File: src/rtl/kbc_pkg.sv
// Shared constants and types for the dual-port keyboard/pointer controller.
// Assumes byte-wide host and device paths.
package kbc_pkg;
    localparam int BYTE_W = 8;
    typedef logic [BYTE_W-1:0] kbyte_t;

    localparam kbyte_t OP_RD_CTRL   = 8'h20;
    localparam kbyte_t OP_WR_CTRL   = 8'h60;
    localparam kbyte_t OP_SELFTEST  = 8'hAA;
    localparam kbyte_t OP_KBD_TEST  = 8'hAB;
    localparam kbyte_t OP_AUX_TEST  = 8'hA9;
    localparam kbyte_t OP_AUX_OFF   = 8'hA7;
    localparam kbyte_t OP_AUX_ON    = 8'hA8;
    localparam kbyte_t OP_KBD_OFF   = 8'hAD;
    localparam kbyte_t OP_KBD_ON    = 8'hAE;
    localparam kbyte_t OP_KBD_ECHO  = 8'hD2;
    localparam kbyte_t OP_AUX_ECHO  = 8'hD3;
    localparam kbyte_t OP_AUX_SEND  = 8'hD4;

    localparam kbyte_t SELFTEST_OK  = 8'h55;
    localparam kbyte_t IFTEST_OK    = 8'h00;

    localparam int CB_KBD_IE   = 0;
    localparam int CB_AUX_IE   = 1;
    localparam int CB_IGN_LOCK = 3;
    localparam int CB_KBD_OFF  = 4;
    localparam int CB_AUX_OFF  = 5;

    localparam int NUM_PORTS = 2;
    localparam int PORT_KBD  = 0;
    localparam int PORT_AUX  = 1;

    typedef enum logic [2:0] {
        PEND_NONE, PEND_CTRL, PEND_AUX_SEND, PEND_KBD_ECHO, PEND_AUX_ECHO
    } pend_t;

    typedef enum logic {SRC_KBD = 1'b0, SRC_AUX = 1'b1} src_t;
endpackage

File: src/rtl/kbc_host_if.sv
// Host write capture: latches one accepted byte plus its command/data flag
// and holds input-full for exactly one cycle, the execute cycle.
// Assumes the host respects input-full; writes while it is set are dropped.
module kbc_host_if
    import kbc_pkg::*;
#(
    parameter int ADDR_W      = 3,
    parameter int DATA_OFFSET = 0,
    parameter int CMD_OFFSET  = 4
) (
    input  logic              clk,
    input  logic              rst_n,
    input  logic              host_wr,
    input  logic [ADDR_W-1:0] host_addr,
    input  kbyte_t            host_wdata,
    output logic              ibf,
    output logic              cmd_flag,
    output kbyte_t            in_byte
);
    localparam logic [ADDR_W-1:0] CMD_A = CMD_OFFSET[ADDR_W-1:0];
    localparam logic [ADDR_W-1:0] DAT_A = DATA_OFFSET[ADDR_W-1:0];

    logic hit_cmd, hit_dat, accept;
    assign hit_cmd = (host_addr == CMD_A);
    assign hit_dat = (host_addr == DAT_A);
    assign accept  = host_wr && !ibf && (hit_cmd || hit_dat);

    // Capture an accepted write; input-full drops after the execute cycle.
    always_ff @(posedge clk) begin
        if (!rst_n) begin
            ibf      <= 1'b0;
            cmd_flag <= 1'b0;
            in_byte  <= '0;
        end else if (accept) begin
            ibf      <= 1'b1;
            cmd_flag <= hit_cmd;
            in_byte  <= host_wdata;
        end else begin
            ibf      <= 1'b0;
        end
    end
endmodule

File: src/rtl/kbc_cmd_engine.sv
// Command engine: decodes the captured host byte during the execute cycle.
// It updates the control register and the armed parameter phase, emits
// controller results to the output buffer, and forwards bytes to devices.
// Assumes exec is high for exactly one cycle per accepted host write.
module kbc_cmd_engine
    import kbc_pkg::*;
#(
    parameter logic [BYTE_W-1:0] RESET_CTRL = 8'h00
) (
    input  logic   clk,
    input  logic   rst_n,
    input  logic   exec,
    input  logic   is_cmd,
    input  kbyte_t in_byte,
    output kbyte_t ctrl,
    output logic   res_load,
    output kbyte_t res_byte,
    output src_t   res_src,
    output logic   kbd_out_valid,
    output kbyte_t kbd_out_data,
    output logic   aux_out_valid,
    output kbyte_t aux_out_data
);
    pend_t pend;
    logic  do_cmd, do_dat;
    assign do_cmd = exec && is_cmd;
    assign do_dat = exec && !is_cmd;

    // Result bytes for the output buffer, produced in the execute cycle.
    always_comb begin
        res_load = 1'b0;
        res_byte = '0;
        res_src  = SRC_KBD;
        if (do_cmd) begin
            case (in_byte)
                OP_RD_CTRL:               begin res_load = 1'b1; res_byte = ctrl;        end
                OP_SELFTEST:              begin res_load = 1'b1; res_byte = SELFTEST_OK; end
                OP_KBD_TEST, OP_AUX_TEST: begin res_load = 1'b1; res_byte = IFTEST_OK;   end
                default: ;
            endcase
        end else if (do_dat) begin
            case (pend)
                PEND_KBD_ECHO: begin res_load = 1'b1; res_byte = in_byte; end
                PEND_AUX_ECHO: begin res_load = 1'b1; res_byte = in_byte; res_src = SRC_AUX; end
                default: ;
            endcase
        end
    end

    // Control register and parameter phase; unknown opcodes touch neither.
    always_ff @(posedge clk) begin
        if (!rst_n) begin
            ctrl <= RESET_CTRL;
            pend <= PEND_NONE;
        end else if (do_cmd) begin
            case (in_byte)
                OP_WR_CTRL:  pend <= PEND_CTRL;
                OP_AUX_SEND: pend <= PEND_AUX_SEND;
                OP_KBD_ECHO: pend <= PEND_KBD_ECHO;
                OP_AUX_ECHO: pend <= PEND_AUX_ECHO;
                OP_AUX_OFF:  begin ctrl[CB_AUX_OFF] <= 1'b1; pend <= PEND_NONE; end
                OP_AUX_ON:   begin ctrl[CB_AUX_OFF] <= 1'b0; pend <= PEND_NONE; end
                OP_KBD_OFF:  begin ctrl[CB_KBD_OFF] <= 1'b1; pend <= PEND_NONE; end
                OP_KBD_ON:   begin ctrl[CB_KBD_OFF] <= 1'b0; pend <= PEND_NONE; end
                OP_RD_CTRL, OP_SELFTEST, OP_KBD_TEST, OP_AUX_TEST: pend <= PEND_NONE;
                default: ;
            endcase
        end else if (do_dat) begin
            if (pend == PEND_CTRL) ctrl <= in_byte;
            pend <= PEND_NONE;
        end
    end

    // Device forward strobes, one cycle each.
    always_ff @(posedge clk) begin
        if (!rst_n) begin
            kbd_out_valid <= 1'b0;
            aux_out_valid <= 1'b0;
            kbd_out_data  <= '0;
            aux_out_data  <= '0;
        end else begin
            kbd_out_valid <= do_dat && (pend == PEND_NONE);
            aux_out_valid <= do_dat && (pend == PEND_AUX_SEND);
            if (do_dat && pend == PEND_NONE)     kbd_out_data <= in_byte;
            if (do_dat && pend == PEND_AUX_SEND) aux_out_data <= in_byte;
        end
    end
endmodule

File: src/rtl/kbc_out_buf.sv
// Output buffer: one byte plus source tag and full flag. Controller results
// overwrite; device bytes enter only when empty and their port is on, with
// the lower port index winning. A host data read empties it.
// Assumes port 0 is the keyboard and port 1 the pointer.
module kbc_out_buf
    import kbc_pkg::*;
(
    input  logic                 clk,
    input  logic                 rst_n,
    input  logic                 res_load,
    input  kbyte_t               res_byte,
    input  src_t                 res_src,
    input  logic [NUM_PORTS-1:0] dev_valid,
    input  kbyte_t [NUM_PORTS-1:0] dev_data,
    input  logic [NUM_PORTS-1:0] port_off,
    input  logic                 rd_take,
    output logic                 obf,
    output kbyte_t               obuf,
    output src_t                 src
);
    logic [NUM_PORTS-1:0] elig;

    for (genvar p = 0; p < NUM_PORTS; p++) begin : g_elig
        assign elig[p] = dev_valid[p] && !port_off[p];
    end

    // Load priority: controller result, keyboard, pointer, then read drain.
    always_ff @(posedge clk) begin
        if (!rst_n) begin
            obf  <= 1'b0;
            obuf <= '0;
            src  <= SRC_KBD;
        end else if (res_load) begin
            obf  <= 1'b1;
            obuf <= res_byte;
            src  <= res_src;
        end else if (!obf && elig[PORT_KBD]) begin
            obf  <= 1'b1;
            obuf <= dev_data[PORT_KBD];
            src  <= SRC_KBD;
        end else if (!obf && elig[PORT_AUX]) begin
            obf  <= 1'b1;
            obuf <= dev_data[PORT_AUX];
            src  <= SRC_AUX;
        end else if (rd_take) begin
            obf  <= 1'b0;
        end
    end
endmodule

File: src/rtl/kbc_dual_port.sv
// Top: host-visible register model of a dual-port keyboard/pointer
// controller. Wires the write capture, command engine and output buffer
// together and forms the status byte, read mux and interrupt outputs.
// Assumes one host access per cycle and byte-wide device strobes.
module kbc_dual_port
    import kbc_pkg::*;
#(
    parameter int                ADDR_W      = 3,
    parameter int                DATA_OFFSET = 0,
    parameter int                CMD_OFFSET  = 4,
    parameter logic [BYTE_W-1:0] RESET_CTRL  = 8'h00
) (
    input  logic              clk,
    input  logic              rst_n,
    input  logic [ADDR_W-1:0] host_addr,
    input  logic              host_wr,
    input  logic              host_rd,
    input  logic [7:0]        host_wdata,
    output logic [7:0]        host_rdata,
    input  logic              lock_open,
    input  logic              kbd_in_valid,
    input  logic [7:0]        kbd_in_data,
    input  logic              aux_in_valid,
    input  logic [7:0]        aux_in_data,
    output logic              kbd_out_valid,
    output logic [7:0]        kbd_out_data,
    output logic              aux_out_valid,
    output logic [7:0]        aux_out_data,
    output logic              kbd_irq,
    output logic              aux_irq
);
    localparam logic [ADDR_W-1:0] CMD_A = CMD_OFFSET[ADDR_W-1:0];
    localparam logic [ADDR_W-1:0] DAT_A = DATA_OFFSET[ADDR_W-1:0];

    logic   ibf, cmd_flag, obf, res_load, rd_take;
    kbyte_t in_byte, ctrl, res_byte, obuf, status;
    src_t   res_src, src;

    kbc_host_if #(.ADDR_W(ADDR_W), .DATA_OFFSET(DATA_OFFSET), .CMD_OFFSET(CMD_OFFSET)) u_host (
        .clk(clk), .rst_n(rst_n), .host_wr(host_wr), .host_addr(host_addr),
        .host_wdata(host_wdata), .ibf(ibf), .cmd_flag(cmd_flag), .in_byte(in_byte)
    );

    kbc_cmd_engine #(.RESET_CTRL(RESET_CTRL)) u_cmd (
        .clk(clk), .rst_n(rst_n), .exec(ibf), .is_cmd(cmd_flag), .in_byte(in_byte),
        .ctrl(ctrl), .res_load(res_load), .res_byte(res_byte), .res_src(res_src),
        .kbd_out_valid(kbd_out_valid), .kbd_out_data(kbd_out_data),
        .aux_out_valid(aux_out_valid), .aux_out_data(aux_out_data)
    );

    assign rd_take = host_rd && (host_addr == DAT_A);

    kbc_out_buf u_obuf (
        .clk(clk), .rst_n(rst_n), .res_load(res_load), .res_byte(res_byte), .res_src(res_src),
        .dev_valid({aux_in_valid, kbd_in_valid}), .dev_data({aux_in_data, kbd_in_data}),
        .port_off({ctrl[CB_AUX_OFF], ctrl[CB_KBD_OFF]}), .rd_take(rd_take),
        .obf(obf), .obuf(obuf), .src(src)
    );

    // Status byte: parity, timeout, source, lock, cmd/data, 0, in-full, out-full.
    assign status = {2'b00, (src == SRC_AUX), (lock_open || ctrl[CB_IGN_LOCK]),
                     cmd_flag, 1'b0, ibf, obf};

    // Read mux: the command offset reads status, the data offset the buffer.
    assign host_rdata = (host_addr == CMD_A) ? status : obuf;

    // Per-port interrupt requests gated by the control register enables.
    assign kbd_irq = obf && (src == SRC_KBD) && ctrl[CB_KBD_IE];
    assign aux_irq = obf && (src == SRC_AUX) && ctrl[CB_AUX_IE];
endmodule

File: config.mk
export PLATFORM = sky130hd
export DESIGN_NAME = kbc_dual_port
export DESIGN_NICKNAME = d
export VERILOG_FILES = /design/src/rtl/kbc_pkg.sv /design/src/rtl/kbc_host_if.sv /design/src/rtl/kbc_cmd_engine.sv /design/src/rtl/kbc_out_buf.sv /design/src/rtl/kbc_dual_port.sv
export SDC_FILE = /design/constraint.sdc
export NUM_CORES = 1
export LEC_CHECK = 0
export BUFFER_PORTS_ARGS = -buffer_cell sky130_fd_sc_hd__buf_2
export CAP_MARGIN = 5
export CORE_UTILIZATION = 55
export CTS_CLUSTER_SIZE = 12
export DETAILED_ROUTE_END_ITERATION = 12
export PLACE_DENSITY = 0.91
export SYNTH_ARGS = -nofsm -noshare
export SYNTH_HDL_FRONTEND = slang
export SYNTH_SLANG_ARGS = --single-unit
File: constraint.sdc
create_clock -name clk -period 4.7 [get_ports clk]
set_input_delay 0.705 -clock clk [delete_from_list [all_inputs] [get_ports clk]]
set_output_delay 0.705 -clock clk [all_outputs]
set_load 0.02 [all_outputs]
==> impl_metrics.json <==
{
  "rows": 24,
  "start_util": 0.582,
  "slew_viol_final": 0,
  "seq_area_frac_synth": 0.379,
  "die_w_microns": 70.6,
  "hold_end": "u_cmd.kbd_out_data[3]",
  "crit_chain": "buf_2 > nor3b_2 > mux2_2 > buf_2",
  "core-area_sq_mm": 0.00444,
  "setup_tns_ps": 0,
  "rsz0062_at_grt": "no",
  "remaining_drc_errors": 6,
  "slowest_delay_ps": 600,
  "fin_cells": 388,
  "first_pass_iters": 8,
  "die_area_sq_mm": 0.00498,
  "wl_per_cell_microns": 16.2,
  "max-vdd-ir-drop_uv": 204,
  "dp.cells": 380,
  "root_buffer": "clkbuf_8",
  "final-seq-area_sq_um": 981,
  "cp.buffers_inverters": 2,
  "hpwl_microns": 4250,
  "worst_pin_slew_ps": 798,
  "cp.required_ps": 3990,
  "synthCells": 290,
  "fin_crit_sh": 0.576,
  "cp_max_fo": 9,
  "overflow": 0,
  "fmax_mhz": 369,
  "numCtsBuffers": 5,
  "worstPathArrival_ps": 2000,
  "finalClockSkew_ps": 7.47,
  "violations": "DRC",
  "postSynthAreaPerCell_sq_um": 8.92,
  "ctsResizeCount": 0,
  "grt_pass1_vias": 2217,
  "postPlaceCellArea_sq_mm": 0.00282,
  "port_buffers": 61,
  "worstSetupPathType": "input port to output pin",
  "whs_path_depth": 2,
  "final_area_sq_mm": 0.00294,
  "ff2ff_path_depth": 5,
  "p_leak_nw": 1.26,
  "synth.distinct_cells": 56,
  "gr-max-usage-layer": "met2",
  "syn_nets": 324,
  "setup_viol": 0,
  "synth_edf_count": 0,
  "vias_per_cell": 6.08,
  "fin_nets": 369,
  "grtUsageMet3": 0.0627,
  "synth_flop_cell": "dfxtp_1",
  "synth_area_leaders": "dfxtp_1 (38%), mux2i_1 (8.9%), a21oi_1 (5.6%)",
  "io_pins": 62,
  "synth_top_area_frac": 0.379,
  "drive_above_1_share": 0.280,
  "grt_max_degree": 46,
  "grt_usage": 0.264,
  "ys_async_sr_fraction": 0,
  "r2r_setup_slack_ps": 2090,
  "grt_antenna_before_repair": 0,
  "synth_top_area_cell": "dfxtp_1",
  "outcome": "complete, but fails checks",
  "met2_usage": 0.424,
  "diodes": 0,
  "cp_common_cell": "buf_2",
  "drt-initial-drc-count": 138,
  "synth-seq-cells": 49,
  "clock_latency_ps": 310,
  "path_clk_slew_ps": 90,
  "syn-cell-area_sq_mm": 0.00259,
  "cp-start-kind": "input port",
  "wirelength_microns": 6300,
  "maxCapViolations": 0,
  "num_vias": 2360,
  "fillers": 363,
  "yosys_warnings": 0,
  "grt_use_met1": 0.337,
  "min-delay-start": "u_cmd.kbd_out_data[3]",
  "hold_class": "register to register",
  "crit_path_top_delay_cell": "nor3b_2",
  "r2r-end": "u_cmd.ctrl[1]",
  "syn2layout_area_growth_pct": 13.5,
  "hold_violations": 0,
  "cts_max_path_buffers": 2,
  "fin_crit_ps": 2710,
  "die_h_microns": 70.6,
  "routabilityCongestion": 0.889,
  "power.density_mw_per_mm2": 297,
  "grt_pass1_wl_microns": 10300,
  "end_kind": "output pin",
  "relSlewSlack": 0.467,
  "cts_tree": "done",
  "postCtsHoldBufs": 0,
  "ant_nets": 0,
  "h-tree-depth": 2,
  "worstReg2RegStart": "u_host.ibf",
  "critPathTopFamily": "simple AND/OR/NAND/NOR gates",
  "cts.sinks": 49,
  "postCtsSetupBuffers": 0,
  "multi_input_area_sq_mm": 0.00145
}
## worst max-delay path by stage
stage | from | to | slack [ps] | cells after the start
3_5_place_dp | host_addr[1] | host_rdata[1] | 2030 | 4
3_3_place_gp | host_addr[1] | host_rdata[1] | 2080 | 4
4_1_cts | host_addr[1] | host_rdata[1] | 2020 | 4
5_1_grt | u_host.ibf | u_cmd.ctrl[1] | 1910 | 5
2_1_floorplan | host_addr[1] | host_rdata[0] | 2440 | 2
6_report | host_addr[1] | host_rdata[1] | 1990 | 4
## metrics by stage
step	worst slack (ps)	hold slack [ps]	util	power, W
after floorplan	2440	455	-	0.000533
after global placement	2080	442	0.635	0.000560
after detailed placement	2030	445	0.635	0.000565
after CTS	2020	456	0.661	0.000873
after global routing	1910	475	0.661	0.000899
final	1990	454	0.661	0.000873
## cells in the mapped netlist, types with 2 or more instances
cell type  instances
nand4_1            7
a211o_1            2
a21o_1             2
o32ai_1            2
nor3b_2            2
mux2_2             5
nand3_1           13
a311oi_2           7
nor4_1             2
clkbuf_1           7
buf_2              7
dfxtp_1           49
nor2_1            27
o31a_1             2
buf_4              2
or3_1              7
and2_1             2
nor3b_1            2
mux2i_1           23
inv_1              2
a21oi_1           29
xnor2_1            2
nor2b_1            4
nand3b_1           3
buf_6              5
buf_1              2
a31oi_1            2
nor3_1             8
nand2_1           33
a22oi_1            4
## where the power goes
part           total [W]  switching [W]  leakage [nW]  internal [W]
Clock           0.000316       0.000142        0.0585      0.000174
Combinational   0.000111      0.0000618         0.803     0.0000495
Sequential      0.000446      0.0000179         0.398      0.000428
## state kept, by name, indices dropped and copies added, names as in the netlist, 3 cells and up
register            count
u_cmd.aux_out_data      8
u_obuf.obuf             8
u_cmd.ctrl              8
u_cmd.pend              3
u_cmd.kbd_out_data      8
u_host.in_byte          8
## worst register-to-register path, delay by kind of cell (launching register included)
kind,cells,cell delay (ps)
mux,1,330
simple gates,4,1530
flops,1,610
## logic make-up (layout without fill, tap and decap cells)
family	Yosys count	in the layout	synth area share
and+or+nand+nor	124	124	0.265
AOI/OAI and AO/OA	60	60	0.178
DFF	49	49	0.379
muxes	28	28	0.111
buffers and inverters	27	73	0.0604
xor gates and xnor gates	2	2	0.00677
## cell type report
cell class                      instances  share of cell area
Timing Repair Buffer                   62               0.107
Clock inverter                          1              0.0102
Multi-Input combinational cell        214               0.494
Tap cell                               52              0.0222
Sequential cell                        49               0.334
Inverter                                3             0.00383
Clock buffer                            7              0.0294
## layer usage
layer  up-vias  part of all wire  wire (microns)
met5         -                 0               0
met3        12             0.053             333
met4         0             0.020             125
met2        82              0.48            3050
li1       1149                 -               -
met1      1117              0.44            2790
## placed cells by master, fill, tap and decap left out, types with 7 or more instances in the layout
cell / netlist / final
nand3_1: 13 / 13
or3_1: 7 / 7
nor3_1: 8 / 8
nand4_1: 7 / 7
buf_2: 7 / 61
a311oi_2: 7 / 7
dfxtp_1: 49 / 49
mux2i_1: 23 / 23
a21oi_1: 29 / 29
nand2_1: 33 / 33
nor2_1: 27 / 27
Power figures use the tool's default switching activity.
